[config.mk]
export PLATFORM = sky130hd
export DESIGN_NAME = line_delay_bank
export DESIGN_NICKNAME = d
export VERILOG_FILES = /design/src/rtl/ldb_pkg.sv /design/src/rtl/ldb_cfg.sv /design/src/rtl/ldb_ctrl.sv /design/src/rtl/ldb_line.sv /design/src/rtl/line_delay_bank.sv
export SDC_FILE = /design/constraint.sdc
export NUM_CORES = 2
export LEC_CHECK = 0
export BUFFER_PORTS_ARGS = -buffer_cell sky130_fd_sc_hd__clkbuf_2
export CAP_MARGIN = 20
export CORE_MARGIN = 5
export CORE_UTILIZATION = 25
export DETAILED_ROUTE_END_ITERATION = 7
export PLACE_DENSITY_LB_ADDON = 0.3
export SYNTH_ARGS = -nofsm -noshare
export SYNTH_HDL_FRONTEND = slang
export SYNTH_SLANG_ARGS = --single-unit
[constraint.sdc]
create_clock -name clk -period 10.4 [get_ports clk]
set_clock_uncertainty 0.05 [all_clocks]
set_input_delay 1.04 -clock clk [delete_from_list [all_inputs] [get_ports clk]]
set_output_delay 1.04 -clock clk [all_outputs]
set_load 0.05 [all_outputs]
[src/rtl/ldb_pkg.sv]
package ldb_pkg;

    localparam int MODE_W = 4;

    typedef enum logic [0:0] {
        ST_CLEAR = 1'b0,
        ST_RUN   = 1'b1
    } ldb_state_e;

    typedef struct packed {
        logic fld_buf_en;
        logic fld_port_en;
        logic par_load;
        logic recirc;
    } ldb_mode_t;

endpackage

[src/rtl/ldb_cfg.sv]
module ldb_cfg
    import ldb_pkg::*;
#(
    parameter int CFG_W = 12
) (
    input  logic             clk,
    input  logic             rst_n,
    input  logic             we,
    input  logic             addr,
    input  logic [CFG_W-1:0] wdata,
    output logic [CFG_W-1:0] len_field,
    output ldb_mode_t        mode,
    output logic [CFG_W-1:0] rdata
);

    localparam int PAD_W = CFG_W - MODE_W;

    logic [CFG_W-1:0] len_q;
    ldb_mode_t        mode_q;

    always_ff @(posedge clk or negedge rst_n) begin
        if (!rst_n) begin
            len_q  <= '0;
            mode_q <= '0;
        end else if (we) begin
            if (addr) begin
                mode_q <= ldb_mode_t'(wdata[MODE_W-1:0]);
            end else begin
                len_q <= wdata;
            end
        end
    end

    assign len_field = len_q;
    assign mode      = mode_q;
    assign rdata     = addr ? {{PAD_W{1'b0}}, mode_q} : len_q;

endmodule

[src/rtl/ldb_ctrl.sv]
module ldb_ctrl
    import ldb_pkg::*;
#(
    parameter int MAX_LEN = 64,
    parameter int CFG_W   = 12,
    parameter int AW      = 6,
    parameter int LW      = 7
) (
    input  logic             clk,
    input  logic             rst_n,
    input  logic             shift_n,
    input  logic [CFG_W-1:0] len_field,
    output logic             ready,
    output logic             adv,
    output logic             clearing,
    output logic [AW-1:0]    ptr,
    output logic [LW-1:0]    len_act
);

    ldb_state_e    state_q;
    ldb_state_e    state_d;
    logic [AW-1:0] ptr_q;
    logic [LW-1:0] len_q;
    logic          last_clr;
    logic          at_wrap;

    function automatic logic [LW-1:0] clamp_len(input logic [CFG_W-1:0] v);
        if (v == '0) begin
            return LW'(1);
        end else if (v >= CFG_W'(MAX_LEN)) begin
            return LW'(MAX_LEN);
        end else begin
            return LW'(v);
        end
    endfunction

    assign last_clr = (ptr_q == AW'(MAX_LEN - 1));
    assign at_wrap  = (LW'(ptr_q) == (len_q - LW'(1)));

    // state register
    always_ff @(posedge clk or negedge rst_n) begin
        if (!rst_n) begin
            state_q <= ST_CLEAR;
        end else begin
            state_q <= state_d;
        end
    end

    // transitions: CLEAR_DONE moves CLEAR to RUN after the last address
    always_comb begin
        state_d = state_q;
        unique case (state_q)
            ST_CLEAR: if (last_clr) state_d = ST_RUN;
            ST_RUN:   state_d = ST_RUN;
            default:  state_d = ST_CLEAR;
        endcase
    end

    // outputs
    always_comb begin
        clearing = 1'b0;
        ready    = 1'b0;
        adv      = 1'b0;
        unique case (state_q)
            ST_CLEAR: clearing = 1'b1;
            ST_RUN: begin
                ready = 1'b1;
                adv   = ~shift_n;
            end
            default: clearing = 1'b1;
        endcase
    end

    // shared pointer and active length
    always_ff @(posedge clk or negedge rst_n) begin
        if (!rst_n) begin
            ptr_q <= '0;
            len_q <= LW'(1);
        end else if (clearing) begin
            if (last_clr) begin
                ptr_q <= '0;
                len_q <= clamp_len(len_field);
            end else begin
                ptr_q <= ptr_q + AW'(1);
            end
        end else if (adv) begin
            if (at_wrap) begin
                ptr_q <= '0;
                len_q <= clamp_len(len_field);
            end else begin
                ptr_q <= ptr_q + AW'(1);
            end
        end
    end

    assign ptr     = ptr_q;
    assign len_act = len_q;

endmodule

[src/rtl/ldb_line.sv]
module ldb_line #(
    parameter int DW    = 8,
    parameter int DEPTH = 64,
    parameter int AW    = 6
) (
    input  logic          clk,
    input  logic          rst_n,
    input  logic          we,
    input  logic [AW-1:0] addr,
    input  logic [DW-1:0] wdata,
    input  logic          adv,
    output logic [DW-1:0] rdata,
    output logic [DW-1:0] tap
);

    logic [DW-1:0] mem [DEPTH];

    always_ff @(posedge clk) begin
        if (we) begin
            mem[addr] <= wdata;
        end
    end

    assign rdata = mem[addr];

    always_ff @(posedge clk or negedge rst_n) begin
        if (!rst_n) begin
            tap <= '0;
        end else if (adv) begin
            tap <= rdata;
        end
    end

endmodule

[src/rtl/line_delay_bank.sv]
module line_delay_bank
    import ldb_pkg::*;
#(
    parameter int PIX_W     = 8,
    parameter int NUM_LINES = 3,
    parameter int MAX_LEN   = 64,
    parameter int CFG_W     = 12
) (
    input  logic                       clk,
    input  logic                       rst_n,
    input  logic                       shift_n,
    input  logic [PIX_W-1:0]           pix_in,
    input  logic [PIX_W-1:0]           fld_in,
    input  logic                       cfg_we,
    input  logic                       cfg_addr,
    input  logic [CFG_W-1:0]           cfg_wdata,
    output logic [CFG_W-1:0]           cfg_rdata,
    output logic                       ready,
    output logic [NUM_LINES*PIX_W-1:0] taps,
    output logic [PIX_W-1:0]           fld_tap
);

    localparam int AW      = (MAX_LEN > 1) ? $clog2(MAX_LEN) : 1;
    localparam int LW      = $clog2(MAX_LEN + 1);
    localparam int N_STORE = NUM_LINES + 1;

    logic [CFG_W-1:0] len_field;
    ldb_mode_t        mode_q;
    logic             adv;
    logic             clearing;
    logic [AW-1:0]    ptr_q;
    logic [LW-1:0]    len_act;
    logic [PIX_W-1:0] in_q;
    logic [PIX_W-1:0] fld_q;

    logic [PIX_W-1:0] rd_w  [N_STORE];
    logic [PIX_W-1:0] tap_w [N_STORE];
    logic [PIX_W-1:0] src_w [N_STORE];

    ldb_cfg #(.CFG_W(CFG_W)) u_cfg (
        .clk       (clk),
        .rst_n     (rst_n),
        .we        (cfg_we),
        .addr      (cfg_addr),
        .wdata     (cfg_wdata),
        .len_field (len_field),
        .mode      (mode_q),
        .rdata     (cfg_rdata)
    );

    ldb_ctrl #(
        .MAX_LEN (MAX_LEN),
        .CFG_W   (CFG_W),
        .AW      (AW),
        .LW      (LW)
    ) u_ctrl (
        .clk       (clk),
        .rst_n     (rst_n),
        .shift_n   (shift_n),
        .len_field (len_field),
        .ready     (ready),
        .adv       (adv),
        .clearing  (clearing),
        .ptr       (ptr_q),
        .len_act   (len_act)
    );

    // input and field capture registers
    always_ff @(posedge clk or negedge rst_n) begin
        if (!rst_n) begin
            in_q  <= '0;
            fld_q <= '0;
        end else if (adv) begin
            in_q  <= pix_in;
            fld_q <= mode_q.fld_port_en ? fld_in : '0;
        end
    end

    for (genvar k = 0; k < N_STORE; k++) begin : g_line
        if (k == NUM_LINES) begin : g_src_fld
            assign src_w[k] = mode_q.recirc ? rd_w[k] : fld_q;
        end else if (k == 0) begin : g_src_first
            assign src_w[k] = mode_q.recirc ? rd_w[k] : in_q;
        end else begin : g_src_chain
            assign src_w[k] = mode_q.recirc   ? rd_w[k] :
                              mode_q.par_load ? in_q    : rd_w[k-1];
        end

        ldb_line #(
            .DW    (PIX_W),
            .DEPTH (MAX_LEN),
            .AW    (AW)
        ) u_line (
            .clk   (clk),
            .rst_n (rst_n),
            .we    (clearing | adv),
            .addr  (ptr_q),
            .wdata (clearing ? '0 : src_w[k]),
            .adv   (adv),
            .rdata (rd_w[k]),
            .tap   (tap_w[k])
        );

        if (k < NUM_LINES) begin : g_tap
            assign taps[k*PIX_W +: PIX_W] = tap_w[k];
        end
    end

    assign fld_tap = mode_q.fld_buf_en ? tap_w[NUM_LINES] : '0;

endmodule

==> impl_results.md <==
- Status: finished clean
- Port bufs: 77
- Layout cells sized above 1: 19.49%
- Hpwl dp: 149.7 mm
- Fmax: 170.3 MHz
- Worst slew pin tran: 1359 ps
- Final std cells w/o fill: 8796
- Largest net degree at the start of global routing: 97
- Met3 WL: 19.76 mm
- Area Growth Syn to Fin: 16.71%
- Synth unique cells: 58
- Period minus WS final: 5872 ps
- Synth async-reset ratio: 3.669%
- Compound-Gate Fraction of Synth Area: 12.21%
- Vias in the first global route: 45094
- TritonCTS clock tree: built
- Worst-Skew Late Latency: 890 ps
- VDD IR max: 0.1332 mV
- Final Power: 16.85 mW
- Die height: 574.7 um
- Mux share of post-synthesis cell area: 4.425%
- Met2 Routed Length: 134.5 mm
- Ys Warns: 0
- Final slew viol count: 0
- Seq/Total Area, Yosys: 79.58%
- Final Net Count: 4490
- Adder-cell share of the synthesized area: 0.03139%
- Final hold vios: 0
- DIE WIDTH: 574.7 um
- Mapped Area: 79730 um^2
- Synth Register Bits: 2126
- RSZ-0062 raised after global routing: false
- Detailed Routing Iterations Pass 1: 8
- # H-tree levels: 4
- CTS buffer count: 216
- Met1 Routed Length: 111.4 mm
- CP endpoint kind: flop
- First-pass GRT wire length: 377.4 mm
- Core area: 317800 um^2
- Post-synth top flop: edfxtp_1
- Crit-path max FO: 96
- Crit path cell chain: buf_4 > nor2b_4 > buf_12 > a21oi_1 > o21ai_0 > a222oi_1 > o22ai_1 > a2111o_1 > a221o_2
- Crit path DAT: 6240 ps
- Maximum root-to-sink buffer count: 4
- HP Class: in2async
- CTS-repair resized insts: 0
- Number of max-cap violations: 0
- Clock sink total: 2126
- Drt drc: 0
- Vias: 45922
- CP max stage cell: a222oi_1
- Final worst-path cycle share: 56.46%
- DRT iter0 DRCs: 5724
- Post-CTS Hold Fix Bufs: 0
- Initial antenna violation count: 7
- DR WL/cell: 31.20 um
- DR top layer: met5
- Final Hold Slack: 113.3 ps
- Reg clk slew, reported paths: 70 ps
- Clk root buf: clkbuf_16
- Die area: 330300 um^2
- # placed instances: 8410
- Leakage power: 26.60 nW
- Critical Path Source Type: flop
- Setup TNS: 0 ps
- Pwr Density: 181.0 nW/um^2
- Crit Path Category: reg2reg
- Mean number of vias per cell: 5.221
- Mapped Nets: 4349
- Required @ worst endpoint: 10760 ps
- GP Congestion: 0.7839
- GRT Total Usage: 15.92%
- Num ports: 78
- Avg Synthesized Cell Area: 18.48 um^2
- Simple-gate portion of the synthesized area: 1.891%
- Grt total ovfl: 0
- WL final: 274.5 mm
- Setup-failing EPs final: 0
- Critical Path Max Stage Delay: 1010 ps
- Cells after Synth: 4314
- Largest family of logic cells by synthesized area: compound AO/OA/AOI/OAI gates
- Initial Utilization: 25.09%
- Synth Area in XOR/XNOR: 0.1067%
- Row cnt: 207
- Setup Fix Bufs, Post-CTS: 0
- Max transition margin: 9.401%
- Post-synth EDFFs: 2048
- Antenna Violating Nets Remaining: 0
- Final core occ: 29.28%
## layout make-up
type / count / area [um^2]
Antenna cell: 4 / 10.01
Clock buffer: 266 / 5695
Clock inverter: 109 / 929.6
Fill cell: 30920 / 224700
Inverter: 10 / 45.04
Multi-Input combinational cell: 1861 / 15800
Sequential cell: 2126 / 63460
Tap cell: 4180 / 5230
Timing Repair Buffer: 240 / 1882
## placed cells by master (no fill, tap or decap), types with 14 or more instances in the layout
| cell | instances |
|---|---|
| a22oi_1 | 341 |
| clkinv_1 | 47 |
| a21oi_1 | 89 |
| clkbuf_1 | 42 |
| clkbuf_16 | 218 |
| mux2_1 | 36 |
| nand3_1 | 37 |
| a221o_1 | 161 |
| buf_4 | 143 |
| dfrtp_1 | 73 |
| a221oi_1 | 170 |
| o22ai_1 | 50 |
| nand2_1 | 43 |
| a22o_1 | 99 |
| nor2_1 | 31 |
| a222oi_1 | 96 |
| clkbuf_2 | 76 |
| mux2_2 | 240 |
| o21ai_0 | 85 |
| nand4_1 | 28 |
| and2_1 | 14 |
| a31oi_1 | 71 |
| edfxtp_1 | 2048 |
| buf_12 | 20 |
| clkinv_2 | 37 |
| bufinv_16 | 14 |
| nor2_4 | 73 |
| mux2i_1 | 42 |
## power breakdown
| part | total [mW] | switching, mW | internal, mW |
|---|---|---|---|
| Clock | 7.49 | 3.28 | 4.21 |
| Combinational | 0.0910 | 0.0637 | 0.0273 |
| Sequential | 9.27 | 0.0161 | 9.25 |
| Total | 16.8 | 3.36 | 13.5 |
## Yosys cell counts, types with 4 or more instances
| cell | number | share of area (%) |
|---|---|---|
| buf_2 | 82 | 0.51 |
| clkbuf_1 | 176 | 0.83 |
| nor3_1 | 7 | 0.044 |
| inv_1 | 5 | 0.024 |
| buf_1 | 46 | 0.22 |
| a22oi_1 | 341 | 3.2 |
| buf_4 | 6 | 0.056 |
| nand2_1 | 47 | 0.22 |
| mux2_2 | 240 | 3.4 |
| a222oi_1 | 96 | 1.2 |
| a22o_1 | 99 | 1.1 |
| mux2i_1 | 42 | 0.53 |
| o2bb2ai_1 | 11 | 0.12 |
| o22ai_1 | 50 | 0.39 |
| xor2_1 | 4 | 0.044 |
| o21ai_0 | 85 | 0.53 |
| and2_1 | 15 | 0.12 |
| a221oi_1 | 170 | 1.9 |
| a221o_1 | 169 | 2.1 |
| mux2_1 | 36 | 0.51 |
| nor3b_1 | 9 | 0.085 |
| o211ai_1 | 8 | 0.075 |
| nor4_1 | 9 | 0.071 |
| a31oi_1 | 71 | 0.56 |
| or4_1 | 11 | 0.10 |
| a32o_1 | 8 | 0.10 |
| a41oi_1 | 10 | 0.11 |
| a211oi_1 | 10 | 0.094 |
| nand4_1 | 28 | 0.22 |
| a2111o_1 | 8 | 0.11 |
| nor2_1 | 104 | 0.49 |
| buf_6 | 6 | 0.085 |
| and3_1 | 8 | 0.063 |
| dfrtp_1 | 77 | 2.4 |
| nand3_1 | 38 | 0.24 |
| edfxtp_1 | 2048 | 77 |
| a21oi_1 | 89 | 0.56 |
| nor2b_1 | 11 | 0.086 |
## kinds of logic after synthesis
logic type	Yosys count
flops	2126
simple gates	302
xor+xnor	8
compound gates	1231
buf+inv	327
mux	318
fa+ha+maj	2
## registers in the layout (all words and copies together) (netlist names)
name and count:
in_q 8, u_ctrl.state_q 1, fld_q 8, u_cfg.mode 4
u_ctrl.len_act 7, g_line.u_line.mem 2048, u_ctrl.ptr 6, g_line.u_line.tap 32
u_cfg.len_field 12
## critical path: cells and delay by family, from the launching register on
family | cells | cell delay [ps]
AOI/OAI and AO/OA | 6 | 3470
buffers and inverters | 2 | 920
DFF | 1 | 780
and+or+nand+nor | 1 | 90
## through the flow
step	cell area (um^2)	worst slack, ps
after floorplan	79730	4728
after global placement	86230	4630
after detailed placement	86280	4533
after CTS	92900	4498
after global routing	93040	4449
final	93050	4528
## per-layer routing
layer / track usage (%) / up-vias
met5: 0 / -
met2: 27.03 / 2168
met3: 2.566 / 436
li1: - / 18588
met4: 4.780 / 2
met1: 20.95 / 24728
## path summary, 6_finish.rpt
| check | slack, ps | start | cells past startpoint | endpoint |
|---|---|---|---|---|
| max | 4530 | u_ctrl.ptr[0]$_DFFE_PN0P_ | 9 | g_line[2].u_line.mem[15][4]$_DFFE_PP_ |
| min | 110 | rst_n | 1 | u_cfg.mode[0]$_DFFE_PN0P_ |
| max reg2reg | 4530 | u_ctrl.ptr[0]$_DFFE_PN0P_ | 9 | g_line[2].u_line.mem[15][4]$_DFFE_PP_ |
| min reg2reg | 430 | fld_q[5]$_DFFE_PN0P_ | 2 | fld_q[5]$_DFFE_PN0P_ |
| max in group asynchronous | 8940 | rst_n | 2 | g_line[2].u_line.tap[4]$_DFFE_PN0P_ |
| min in group clk | 370 | pix_in[1] | 2 | in_q[1]$_DFFE_PN0P_ |
Note: power is estimated with default switching activity, not from simulation.
